--- src/rtl/rxf_pkg.sv ---
package rxf_pkg;

  // Fill level at which the threshold interrupt rises.
  function automatic int unsigned rxf_threshold(input logic [2:0] sel,
                                                input logic       multi,
                                                input int unsigned depth);
    if (!multi) return 1;
    case (sel)
      3'd0:    return depth / 8;
      3'd1:    return depth / 4;
      3'd2:    return depth / 2;
      3'd3:    return (depth * 3) / 4;
      3'd4:    return (depth * 7) / 8;
      default: return depth;
    endcase
  endfunction

endpackage

--- src/rtl/rxf_store.sv ---
module rxf_store #(
  parameter int DW = 8,
  parameter int AW = 4
) (
  input  logic          clk,
  input  logic          rst,
  input  logic          flush,
  input  logic          multi,
  input  logic          wr_en,
  input  logic [DW-1:0] wr_data,
  input  logic          rd_en,
  input  logic          rd_req,
  output logic [DW-1:0] rd_data
);
  localparam int ENTRIES = 2 ** AW;

  logic [DW-1:0] mem [ENTRIES];
  logic [AW-1:0] wp, rp;

  // Array write port, no reset so it maps to block RAM.
  always_ff @(posedge clk) begin
    if (wr_en) mem[wp] <= wr_data;
  end

  // Registered read port, read-before-write on a shared address.
  always_ff @(posedge clk) begin
    if (rst)         rd_data <= '0;
    else if (rd_en)  rd_data <= mem[rp];
    else if (rd_req) rd_data <= '0;
  end

  always_ff @(posedge clk) begin
    if (rst || flush) begin
      wp <= '0;
      rp <= '0;
    end else begin
      if (wr_en) wp <= multi ? wp + 1'b1 : '0;
      if (rd_en) rp <= multi ? rp + 1'b1 : '0;
    end
  end
endmodule

--- src/rtl/rxf_level.sv ---
module rxf_level #(
  parameter int AW = 4
) (
  input  logic          clk,
  input  logic          rst,
  input  logic          flush,
  input  logic          multi,
  input  logic          next_multi,
  input  logic [2:0]    lvl_sel,
  input  logic          push_req,
  input  logic          pop_req,
  output logic          push_ok,
  output logic          pop_ok,
  output logic          drop,
  output logic [AW:0]   thr,
  output logic [AW:0]   count,
  output logic          full,
  output logic          empty
);
  localparam int          CW    = AW + 1;
  localparam int unsigned DEPTH = 2 ** AW;

  logic [CW-1:0] cap, cap_next, cnt_nx;
  logic          at_cap;

  always_comb begin
    cap      = multi      ? CW'(DEPTH) : CW'(1);
    cap_next = next_multi ? CW'(DEPTH) : CW'(1);
    thr      = CW'(rxf_pkg::rxf_threshold(lvl_sel, multi, DEPTH));
    at_cap   = (count == cap);
    pop_ok   = pop_req && (count != '0) && !flush;
    push_ok  = push_req && !flush && (!at_cap || pop_ok);
    drop     = push_req && !flush && !push_ok;
    if (flush) cnt_nx = '0;
    else       cnt_nx = count + CW'(push_ok) - CW'(pop_ok);
  end

  always_ff @(posedge clk) begin
    if (rst) begin
      count <= '0;
      full  <= 1'b0;
      empty <= 1'b1;
    end else begin
      count <= cnt_nx;
      full  <= (cnt_nx == cap_next);
      empty <= (cnt_nx == '0);
    end
  end
endmodule

--- src/rtl/rxf_irq.sv ---
module rxf_irq #(
  parameter int AW = 4
) (
  input  logic        clk,
  input  logic        rst,
  input  logic        flush,
  input  logic        arrive,
  input  logic        push_ok,
  input  logic        pop_ok,
  input  logic        drop,
  input  logic        ovr_clr,
  input  logic [AW:0] count,
  input  logic [AW:0] thr,
  output logic        irq_level,
  output logic        irq_data,
  output logic        overrun
);
  localparam int CW = AW + 1;

  logic [CW-1:0] cnt_up, cnt_dn;
  logic          only_push, only_pop;

  always_comb begin
    cnt_up    = count + CW'(1);
    cnt_dn    = count - CW'(1);
    only_push = push_ok && !pop_ok;
    only_pop  = pop_ok && !push_ok;
  end

  always_ff @(posedge clk) begin
    if (rst || flush) begin
      irq_level <= 1'b0;
      irq_data  <= 1'b0;
    end else begin
      if (only_push && (count < thr) && (cnt_up >= thr)) irq_level <= 1'b1;
      else if (only_pop && (cnt_dn < thr))               irq_level <= 1'b0;

      if (arrive)                               irq_data <= 1'b1;
      else if (only_pop && (count == CW'(1)))   irq_data <= 1'b0;
    end
  end

  always_ff @(posedge clk) begin
    if (rst)          overrun <= 1'b0;
    else if (drop)    overrun <= 1'b1;
    else if (ovr_clr) overrun <= 1'b0;
  end
endmodule

--- src/rtl/rx_fifo_irq.sv ---
module rx_fifo_irq #(
  parameter int DW = 8,
  parameter int AW = 4
) (
  input  logic          clk,
  input  logic          rst,
  input  logic          fifo_en,
  input  logic [2:0]    lvl_sel,
  input  logic          loop_en,
  input  logic          line_valid,
  input  logic [DW-1:0] line_data,
  input  logic          tx_valid,
  input  logic [DW-1:0] tx_data,
  input  logic          pop,
  input  logic          ovr_clr,
  output logic [DW-1:0] rd_data,
  output logic [AW:0]   count,
  output logic          full,
  output logic          empty,
  output logic          irq_level,
  output logic          irq_data,
  output logic          overrun
);
  logic          mode_q;
  logic          flush;
  logic          src_valid;
  logic [DW-1:0] src_data;
  logic          push_ok, pop_ok, drop;
  logic [AW:0]   thr;

  always_comb begin
    flush     = (fifo_en != mode_q);
    src_valid = loop_en ? tx_valid : line_valid;
    src_data  = loop_en ? tx_data  : line_data;
  end

  always_ff @(posedge clk) begin
    if (rst) mode_q <= 1'b0;
    else     mode_q <= fifo_en;
  end

  rxf_level #(.AW(AW)) level_i (
    .clk        (clk),
    .rst        (rst),
    .flush      (flush),
    .multi      (mode_q),
    .next_multi (fifo_en),
    .lvl_sel    (lvl_sel),
    .push_req   (src_valid),
    .pop_req    (pop),
    .push_ok    (push_ok),
    .pop_ok     (pop_ok),
    .drop       (drop),
    .thr        (thr),
    .count      (count),
    .full       (full),
    .empty      (empty)
  );

  rxf_store #(.DW(DW), .AW(AW)) store_i (
    .clk     (clk),
    .rst     (rst),
    .flush   (flush),
    .multi   (mode_q),
    .wr_en   (push_ok),
    .wr_data (src_data),
    .rd_en   (pop_ok),
    .rd_req  (pop && !flush),
    .rd_data (rd_data)
  );

  rxf_irq #(.AW(AW)) irq_i (
    .clk       (clk),
    .rst       (rst),
    .flush     (flush),
    .arrive    (src_valid && !flush),
    .push_ok   (push_ok),
    .pop_ok    (pop_ok),
    .drop      (drop),
    .ovr_clr   (ovr_clr),
    .count     (count),
    .thr       (thr),
    .irq_level (irq_level),
    .irq_data  (irq_data),
    .overrun   (overrun)
  );
endmodule

--- config.mk ---
export PLATFORM = sky130hd
export DESIGN_NAME = rx_fifo_irq
export DESIGN_NICKNAME = d
export VERILOG_FILES = /design/src/rtl/rxf_pkg.sv /design/src/rtl/rxf_store.sv /design/src/rtl/rxf_level.sv /design/src/rtl/rxf_irq.sv /design/src/rtl/rx_fifo_irq.sv
export SDC_FILE = /design/constraint.sdc
export NUM_CORES = 1
export LEC_CHECK = 0
export BUFFER_PORTS_ARGS = -buffer_cell sky130_fd_sc_hd__buf_2
export CORE_AREA = 2 2 165 102
export CTS_CLUSTER_SIZE = 12
export DETAILED_ROUTE_END_ITERATION = 8
export DIE_AREA = 0 0 167 104
export PLACE_DENSITY = 0.59
export SKIP_CTS_REPAIR_TIMING = 1
export SYNTH_ARGS = -nofsm -noshare
export SYNTH_HDL_FRONTEND = slang
export SYNTH_SLANG_ARGS = --single-unit
--- constraint.sdc ---
create_clock -name clk -period 9.4 [get_ports clk]
set_input_delay 0.94 -clock clk [delete_from_list [all_inputs] [get_ports clk]]
set_output_delay 0.94 -clock clk [all_outputs]
set_load 0.02 [all_outputs]
* Yosys cells after proc, flatten, opt, wreduce, memory -nomap -nowiden
Memories as Yosys holds them, arrays and structs flattened. A register that Yosys moved wholly into a read port is not among the register bits.
Cells that the tools add are included.
** Word-level totals
- Logic and storage cells :: 74
- Input bits :: 27
- Register bits after elaboration :: 27
- Output and inout port bits :: 18
- Memory bits (writable) :: 128
- Memories :: 1
** Memories
- store_i.mem :: depth 16, bits a word 8, read ports 1, clocked after memory_dff 1, wr ports 1, RTL line rxf_store.sv:17 : logic [DW-1:0] mem [ENTRIES];
** Cells by class
- Magnitude comparators :: 3
- Add/subtract/negate cells :: 6
- Equality and inequality tests :: 8
- Reduce and logical (&&, ||, !) cells :: 25
- Mux-type cells :: 21
** Operator list (number)
- $pmux W5 S5 :: 1
- $mux W8 :: 3
- $mux W5 :: 4
- $mux W4 :: 4
- $logic_and A1 B1 Y1 :: 12
- $eq A5 B5 Y1 :: 2
- $lt A5 B5 Y1 :: 2
- $mux W1 :: 9
- $add A4 B1 Y4 const B :: 2
- $reduce_bool A2 Y1 :: 4
- $eq A3 B2 Y1 const B :: 2
- $add A5 B1 Y5 :: 1
- $add A5 B1 Y5 const B :: 1
- $eq A5 B1 Y1 const B :: 1
- $ge A5 B5 Y1 :: 1
- $logic_not A5 Y1 :: 1
- $reduce_bool A5 Y1 :: 1
- $sub A5 B1 Y5 :: 1
- $sub A5 B1 Y5 const B :: 1
- $logic_not A1 Y1 :: 4
- $eq A3 B1 Y1 const B :: 1
- $eq A3 B3 Y1 const B :: 1
- $logic_not A3 Y1 :: 1
- $logic_or A1 B1 Y1 :: 2
- $ne A1 B1 Y1 :: 1

* Longest topological paths before layout
Gate-level depths: netlist of run 1.
- Word-level depth :: 10
- Gate-level depth with buffers :: 17
- Mapped depth without buffers :: 15

* Hierarchy
From an unflattened synthesis of run 1, not the netlist that was laid out.
** Second synthesis, totals
- Cells, all modules :: 480
- Area total of the unflattened synthesis :: 7059.3 µm²
** Modules (own cells, without submodules)
- rxf_store :: sequential area each 4244.1 µm², cells each 328, times used 1, area each 5788.1 µm²
- rxf_level :: sequential area each 140.1 µm², cells each 67, times used 1, area each 556.8 µm²
- rxf_irq :: sequential area each 60.1 µm², cells each 69, times used 1, area each 541.8 µm²
- rx_fifo_irq :: sequential area each 20.0 µm², cells each 16, times used 1, area each 172.7 µm²

* Least setup slack after synthesis of run 1
No wires, ideal clock.
- Path type :: input-to-reg
- Start :: input loop_en
- End :: register level_i.full
- Arrival time :: 3.780 ns
- Setup time :: 0.091 ns
- Stages :: 15
- Required time :: 9.309 ns
- Path slack :: 5.529 ns
- Path buffers :: 2
- Path through :: buf_4 -> mux2_2 -> nand2_1 -> or2_1 -> buf_6 -> inv_4 -> ha_1 -> inv_1 -> ha_1 -> fa_1 -> nand2b_1 -> a21oi_1 -> o21a_1 -> or4_1 -> a311oi_1
** On the way
- Longest elaborated chain between the ends :: 7
** RTL lines
- from (decl) :: RTL line rx_fifo_irq.sv:9 : input logic loop_en,
- $mux W1 :: RTL line rx_fifo_irq.sv:33 : src_valid = loop_en ? tx_valid : line_valid;
- $logic_and A1 B1 Y1 (2 in series) :: RTL line rxf_level.sv:32 : push_ok = push_req && !flush && (!at_cap || pop_ok);
- named net irq_i.push_ok :: RTL line rxf_irq.sv:8 : input logic push_ok,
- $add A5 B1 Y5 :: RTL line rxf_level.sv:35 : else cnt_nx = count + CW'(push_ok) - CW'(pop_ok);
- $sub A5 B1 Y5 :: RTL line rxf_level.sv:35
- $mux W5 :: RTL line rxf_level.sv:34 : if (flush) cnt_nx = '0;
- $eq A5 B5 Y1 :: RTL line rxf_level.sv:45 : full <= (cnt_nx == cap_next);
- to (signal assigned) :: RTL line rxf_level.sv:45
- to (decl) :: RTL line rxf_level.sv:17 : output logic full,
The timed path passes the listed nets, and every way through them passes these cells.
A chain may end at the register's enable or synchronous reset.

* Worst setup path in the final report of run 1
- Start :: register mode_q
- End :: register level_i.full
** On the way
- Longest elaborated chain between the ends :: 9
- Elaborated cells between the ends (all ways) :: 13
- Classes of those cells :: add/sub (2); eq/ne (3); mux (2); reduce/logical (6)
** RTL lines
- from (decl) :: RTL line rx_fifo_irq.sv:24 : logic mode_q;
- from (signal assigned) :: RTL line rx_fifo_irq.sv:39 : else mode_q <= fifo_en;
- $mux W5 or $ne A1 B1 Y1 (tied branches) :: RTL line rxf_level.sv:27, rx_fifo_irq.sv:32
- $eq A5 B5 Y1 or $logic_not A1 Y1 (tied branches) :: RTL line rxf_level.sv:30, rxf_level.sv:31, rxf_level.sv:32
- $logic_not A1 Y1 or $logic_and A1 B1 Y1 (tied branches) :: RTL line rxf_level.sv:32, rxf_level.sv:31
- $logic_or A1 B1 Y1 :: RTL line rxf_level.sv:32
- $logic_and A1 B1 Y1 * :: RTL line rxf_level.sv:32
- named net irq_i.push_ok :: RTL line rxf_irq.sv:8
- $add A5 B1 Y5 * :: RTL line rxf_level.sv:35
- $sub A5 B1 Y5 * :: RTL line rxf_level.sv:35
- $mux W5 * :: RTL line rxf_level.sv:34
- $eq A5 B5 Y1 * :: RTL line rxf_level.sv:45
The timed path passes the listed nets; every way through them passes the cells marked *.

==> results of run 1 <==
## cells in the mapped netlist (2+ instances only)
master / n
nor3_1: 8
nor2_1: 14
nor3b_1: 2
and2_1: 3
o211ai_1: 2
mux2_2: 17
buf_2: 3
buf_4: 3
mux4_1: 15
nand3_1: 6
mux2i_1: 8
and3_1: 5
inv_1: 15
clkbuf_1: 4
ha_1: 34
dfxtp_1: 31
xor2_1: 5
o21ai_1: 6
nor2b_1: 6
a22oi_1: 8
nand2b_1: 2
a21boi_0: 2
a21oi_1: 15
nand2_1: 18
xnor2_1: 6
buf_6: 3
mux4_2: 17
edfxtp_1: 128
o21ai_0: 11
nand3b_1: 3
or4_1: 2
nor4_1: 6
## cells by family after synthesis
| logic type | count (synthesis) |
|---|---|
| AOI/OAI and AO/OA | 54 |
| xor gates and xnor gates | 11 |
| adders and majority gates | 35 |
| buffers and inverters | 33 |
| DFF | 159 |
| muxes | 57 |
| and+or+nand+nor | 83 |
## worst paths after layout
| kind | slack [ns] | end | startpoint | cells past startpoint |
|---|---|---|---|---|
| worst max-delay path | 5.02 | level_i.full | mode_q | 15 |
| worst min-delay path | 0.48 | irq_i.irq_level | irq_i.irq_level | 2 |
| worst max register to register | 5.02 | level_i.full | mode_q | 15 |
| worst min register to register | 0.48 | irq_i.irq_level | irq_i.irq_level | 2 |
## layout by cell type (no fill, tap or decap), types with 6 or more instances in the layout
| cell type | Yosys | layout |
|---|---|---|
| ha_1 | 34 | 34 |
| o21ai_0 | 11 | 11 |
| clkbuf_16 | 0 | 17 |
| dfxtp_1 | 31 | 30 |
| mux4_2 | 17 | 17 |
| mux2i_1 | 8 | 8 |
| nor2_1 | 14 | 14 |
| buf_2 | 3 | 44 |
| edfxtp_1 | 128 | 128 |
| nor2b_1 | 6 | 6 |
| a22oi_1 | 8 | 8 |
| mux4_1 | 15 | 15 |
| mux2_2 | 17 | 17 |
| inv_1 | 15 | 15 |
| o21ai_1 | 6 | 6 |
| nand3_1 | 6 | 6 |
| nand2_1 | 18 | 18 |
| nor3_1 | 8 | 6 |
| buf_4 | 3 | 8 |
| xnor2_1 | 6 | 6 |
| a21oi_1 | 15 | 15 |
## state kept, by name, indices dropped and copies added (netlist names), 4 cells and up, named ones only
name / flops
level_i.count: 5
store_i.wp: 4
store_i.mem: 128
store_i.rd_data: 8
store_i.rp: 4
## stage by stage
| stage | total power, mW | utilization [%] |
|---|---|---|
| final | 1.65 | 50.9 |
| after detailed placement | 0.972 | 47.1 |
| after global placement | 0.966 | 47.1 |
| after CTS | 1.66 | 50.9 |
| after floorplan | 0.917 | - |
| after global routing | 1.72 | 50.9 |
## metal layers
layer	routed length [µm]	global-route usage, %	part of all wire, %
met5	0	0	0
met4	154	5.67	1.0
met3	878	3.73	5.8
met2	6290	24.6	41
met1	7870	29.3	52
## power groups by stage
stage | clock, mW | combinational (mW) | sequential [mW]
floorplan | 0 | 0.109 | 0.808
global placement | 0 | 0.162 | 0.803
detailed placement | 0 | 0.168 | 0.804
CTS | 0.707 | 0.169 | 0.789
global route | 0.740 | 0.189 | 0.790
finish | 0.696 | 0.170 | 0.789
## cell type report
cell class	count	area [µm²]
fill	1290	7810
sequential	159	4470
multi-input combinational	240	2410
clock buffer	17	425
timing repair buffer	52	280
tap	209	262
clock inverter	15	180
inverter	17	66.3
## critical path: cells and delay by family, from the launching register on
| family | cells | cell delay (ns) |
|---|---|---|
| and+or+nand+nor | 4 | 1.10 |
| buffers and inverters | 3 | 0.38 |
| adders and majority gates | 4 | 1.26 |
| AOI/OAI and AO/OA | 4 | 0.89 |
| DFF | 1 | 0.65 |
==> flow_summary.yaml, run 1 <==
run_status:
  outcome: "complete, no violations"
synth:
  synth.avg_cell_area_um2: 16.3
  synth-main-ff-cell: "edfxtp_1"
  async_flop_share_pct: 0
  ys_ff_latch: 159
  syn-num-nets: 494
  synth_top_area_share_pct: 54.5
  synthMuxAreaShare_pct: 14.9
  synthAdderAreaFrac_pct: 6.32
  yosys.area_share.simple_pct: 6.48
  synth_edf_count: 128
  synth_cell_type_count: 56
  synth_top_family_by_area: "multiplexers"
  synth_top_area_cell: "edfxtp_1"
  synthTopCellsByArea: "edfxtp_1 55%, dfxtp_1 8.8%, ha_1 6.0%, mux4_1 5.6%, mux4_2 5.4%"
  synth_area_um2: 7050
  yosysWarnings: 0
  synth_xor_xnor_area_share_pct: 1.37
  synth_compound_area_share_pct: 4.85
  seq_area_frac_synth_pct: 63.3
  syn_inst: 432
critical_path:
  required_ns: 9.72
  endpoint_kind: "flip-flop"
  cp_common_cell: "ha_1"
  path_max_fanout: 14
  path_cells: "inv_1 > ha_1 > nand2_1 > a2111oi_2 > or2_1 > inv_4 > ha_1 > inv_1 > ha_1 > fa_1 > nand2b_1 > a21oi_1 > o21a_1 > or4_1 > a311oi_1"
  start_kind: "flip-flop"
  arrival_ns: 4.70
  crit_slowest_cell: "dfxtp_1"
  crit_type: "reg -> reg"
  slowest_delay_ns: 0.65
routing:
  post_drt_wl_per_cell_um: 21.4
  vias: 3958
  routed_via_density: 5.58
  dr.pass1.iters: 4
  drt-initial-drc-count: 498
  drc_errors: 0
  drt_wl_total_mm: 15.2
  ant_nets: 0
clock_tree:
  cts.sink_count: 159
  clk_latency_ns: 0.42
  cts_root_buf: "clkbuf_16"
  htreeDepth: 4
  numCtsBuffers: 17
  cts_buffer_depth: 2
  clk_pin_slew_ns: 0.07
  cts_tree: "done"
floorplanning:
  rows: 36
  core-area_um2: 15900
  ios: 45
  die_height_um: 104
  floorplan.initialDensity_pct: 44.3
  die_area_um2: 17400
  die_w_um: 167
timing:
  relSlewSlack_pct: 27.6
  skew_ns: 0.0110
  max_slew.worst_pin.slew_ns: 1.09
  hold_viol_final: 0
  timing.setup.tns_ns: 0
  maxSlewViolCount: 0
  fin_crit_ns: 4.38
  fmax_ghz: 0.228
  rsz0062_at_grt: "false"
  setup-violations-final: 0
  whs_ns: 0.484
  post-route-period-util_pct: 46.6
  fin_ws_ns: 5.02
placed_design:
  port_buffers: 44
  place_inst: 677
  hpwlAfterDp_mm: 10.4
  dp_slack_ns: 4.97
  placed_area_um2: 7480
  routabilityCongestion: 0.811
finish:
  syn_to_final_growth_pct: 14.8
  post-route-cell-area_um2: 8090
  antennaDiodeCount: 0
  layout-drive-gt1-share_pct: 26.0
  nets: 549
  fin_cells: 709
global_route:
  grt_antenna_before_repair: 0
  grt-ovfl-total: 0
  grt_max_degree: 33
  grt_pass1_vias: 3909
  grt.total_usage_pct: 18.3
  grt_pass1_wl_mm: 23.3
run:
  max_cap_violations: 0
power_and_ir_drop:
  peakVddDrop_v: 0.000118
  p_sw_share_pct: 24.9
  p_int_mw: 1.24
  combPwrFrac_pct: 10.3
  seqPwrFrac_pct: 47.7
  leakage_nw: 2.81
  p_sw_mw: 0.412
  p_per_area_nw_per_um2: 204
  clock_power_share_pct: 42.1
hold_path:
  hold_path.class: "reg -> reg"
Note: power is estimated with default switching activity, not from simulation.
==> run 2, diff against run 1 <==
- clock period: 9.4 -> 4.5 ns (I/O delays scaled with it)
==> run 2 against run 1 <==
  * Clock power grew 100%
  * Clock-buffer cell count up 1
  * Cell count rose by 0.28%
  * Global-route usage up 0.53 points
  * Maximum frequency grew 7.3%
  * Critical path depth stayed put
  * Utilization about the same
  * Non-clock buffer count up 2
  * Power rose by 110%
  * Die area is the same
  * Hold slack worse by 0.13 ns
  * First-iteration DRC count down 30%
  * Critical endpoint unchanged
==> flow_summary.yaml, run 2 (synthesis gave the netlist of run 1 again) <==
critical_path:
  crit_type: "reg -> reg"
  start_kind: "flip-flop"
  crit_path_start: "level_i.count[1]"
  path_max_fanout: 9
  required_ns: 4.83
  arrival_ns: 4.41
  rr_startpoint: "level_i.count[1]"
  endpoint_kind: "flip-flop"
routing:
  ant_nets: 0
  post_drt_wl_per_cell_um: 22.1
  drc_errors: 0
  routed_via_density: 5.73
  dr.pass1.iters: 5
  drt-initial-drc-count: 347
  drt_wl_total_mm: 15.7
  vias: 4074
global_route:
  grt_pass1_vias: 3948
  grt.total_usage_pct: 18.8
  grt_antenna_before_repair: 0
  grt_max_degree: 22
  grt-ovfl-total: 0
  grt_pass1_wl_mm: 23.8
timing:
  post-route-period-util_pct: 90.7
  skew_ns: 0.0108
  setup-violations-final: 0
  fin_crit_ns: 4.08
  maxSlewViolCount: 0
  hold_viol_final: 0
  fmax_ghz: 0.245
  timing.setup.tns_ns: 0
  max_slew.worst_pin.slew_ns: 1.09
  relSlewSlack_pct: 27.4
  rsz0062_at_grt: "false"
power_and_ir_drop:
  p_sw_share_pct: 25.6
  clock_power_share_pct: 41.3
  combPwrFrac_pct: 10.5
  leakage_nw: 2.79
  p_sw_mw: 0.874
  p_int_mw: 2.54
  seqPwrFrac_pct: 48.2
  p_per_area_nw_per_um2: 423
  peakVddDrop_v: 0.000286
clock_tree:
  cts_root_buf: "clkbuf_16"
  cts.sink_count: 159
  cts_buffer_depth: 2
  cts_tree: "done"
  clk_pin_slew_ns: 0.07
  clk_latency_ns: 0.42
  numCtsBuffers: 17
  htreeDepth: 4
floorplanning:
  die_height_um: 104
  ios: 45
  floorplan.initialDensity_pct: 44.3
  die_area_um2: 17400
  core-area_um2: 15900
  die_w_um: 167
  rows: 36
finish:
  final_util_pct: 50.8
  antennaDiodeCount: 0
  layout-drive-gt1-share_pct: 26.5
  top_register: "store_i.mem"
  layout_commonest_cell: "edfxtp_1"
  ff_latch_area_um2: 4470
  largestRegisters: "store_i.mem x128, store_i.rd_data x8, level_i.count x5"
  syn_to_final_growth_pct: 14.7
  nets: 551
  layout_common_cells: "128 x edfxtp_1, 44 x buf_2, 34 x ha_1"
  fillerInstances: 1321
  largest_reg_flops: 128
  multi_input_area_um2: 2410
run_status:
  outcome: "complete, no violations"
run:
  max_cap_violations: 0
hold_path:
  hp-start: "rst"
  hold_path.class: "in -> reg"
placed_design:
  routabilityCongestion: 0.840
  port_buffers: 44
  hpwlAfterDp_mm: 10.7
## run 2: changes by cell type in the layout (fill, tap and decap cells not counted), sizes merged
cell      change
clkinv        -1
clkinvlp      +2
inv           -1
buf           +2
clkbuf        +1
bufinv        -1
## run 2: final timing paths
| path | end | slack (ns) | depth (start not counted) |
|---|---|---|---|
| min reg2reg | irq_i.irq_level | 0.48 | 2 |
| max | level_i.full | 0.42 | 15 |
| max reg2reg | level_i.full | 0.42 | 15 |
| min | irq_i.overrun | 0.35 | 2 |
## run 2: routing by layer
metal  vias up  track usage [%]  wire length, µm
met2       143             26.2             6650
met3        13             3.92             1080
li1       1819                -                -
met1      2099             29.8             7830
met5         -                0                0
met4         0             4.80              153
## run 2: critical path, cell delays in order, from the launching register on
cell,delay [ns]
dfxtp_1,0.42
inv_1,0.29
ha_1,0.25
nand3b_4,0.09
a2111oi_2,0.42
or2_4,0.27
inv_4,0.06
ha_1,0.27
inv_1,0.05
ha_1,0.20
fa_1,0.41
nand2b_1,0.09
a21oi_1,0.13
o21a_1,0.23
or4_1,0.51
a311oi_1,0.30
## run 2: cell type report
class	count	share of cell area, %
Tap cell	209	3.23
Clock buffer	18	5.31
Inverter	17	0.820
Multi-Input combinational cell	240	29.9
Clock inverter	14	1.89
Timing Repair Buffer	54	3.65
Sequential cell	159	55.2
## run 2: power groups by stage
stage | Combinational [mW] | Sequential [mW] | Clock, mW
final | 0.358 | 1.65 | 1.41
after global routing | 0.398 | 1.65 | 1.50
after CTS | 0.356 | 1.65 | 1.44
after detailed placement | 0.354 | 1.68 | 0
after global placement | 0.346 | 1.68 | 0
after floorplan | 0.228 | 1.69 | 0
## run 2: metrics by stage
stage | power [mW] | hold slack (ns) | area, µm² | worst slack [ns] | instances
final | 3.42 | 0.353 | 8080 | 0.417 | 711
after global routing | 3.55 | 0.348 | 8080 | 0.181 | 711
after CTS | 3.44 | 0.334 | 8080 | 0.287 | 711
after detailed placement | 2.03 | 0.475 | 7500 | 0.336 | 679
after global placement | 2.02 | 0.471 | 7500 | 0.512 | 679
after floorplan | 1.92 | 0.463 | 7050 | 0.755 | 432
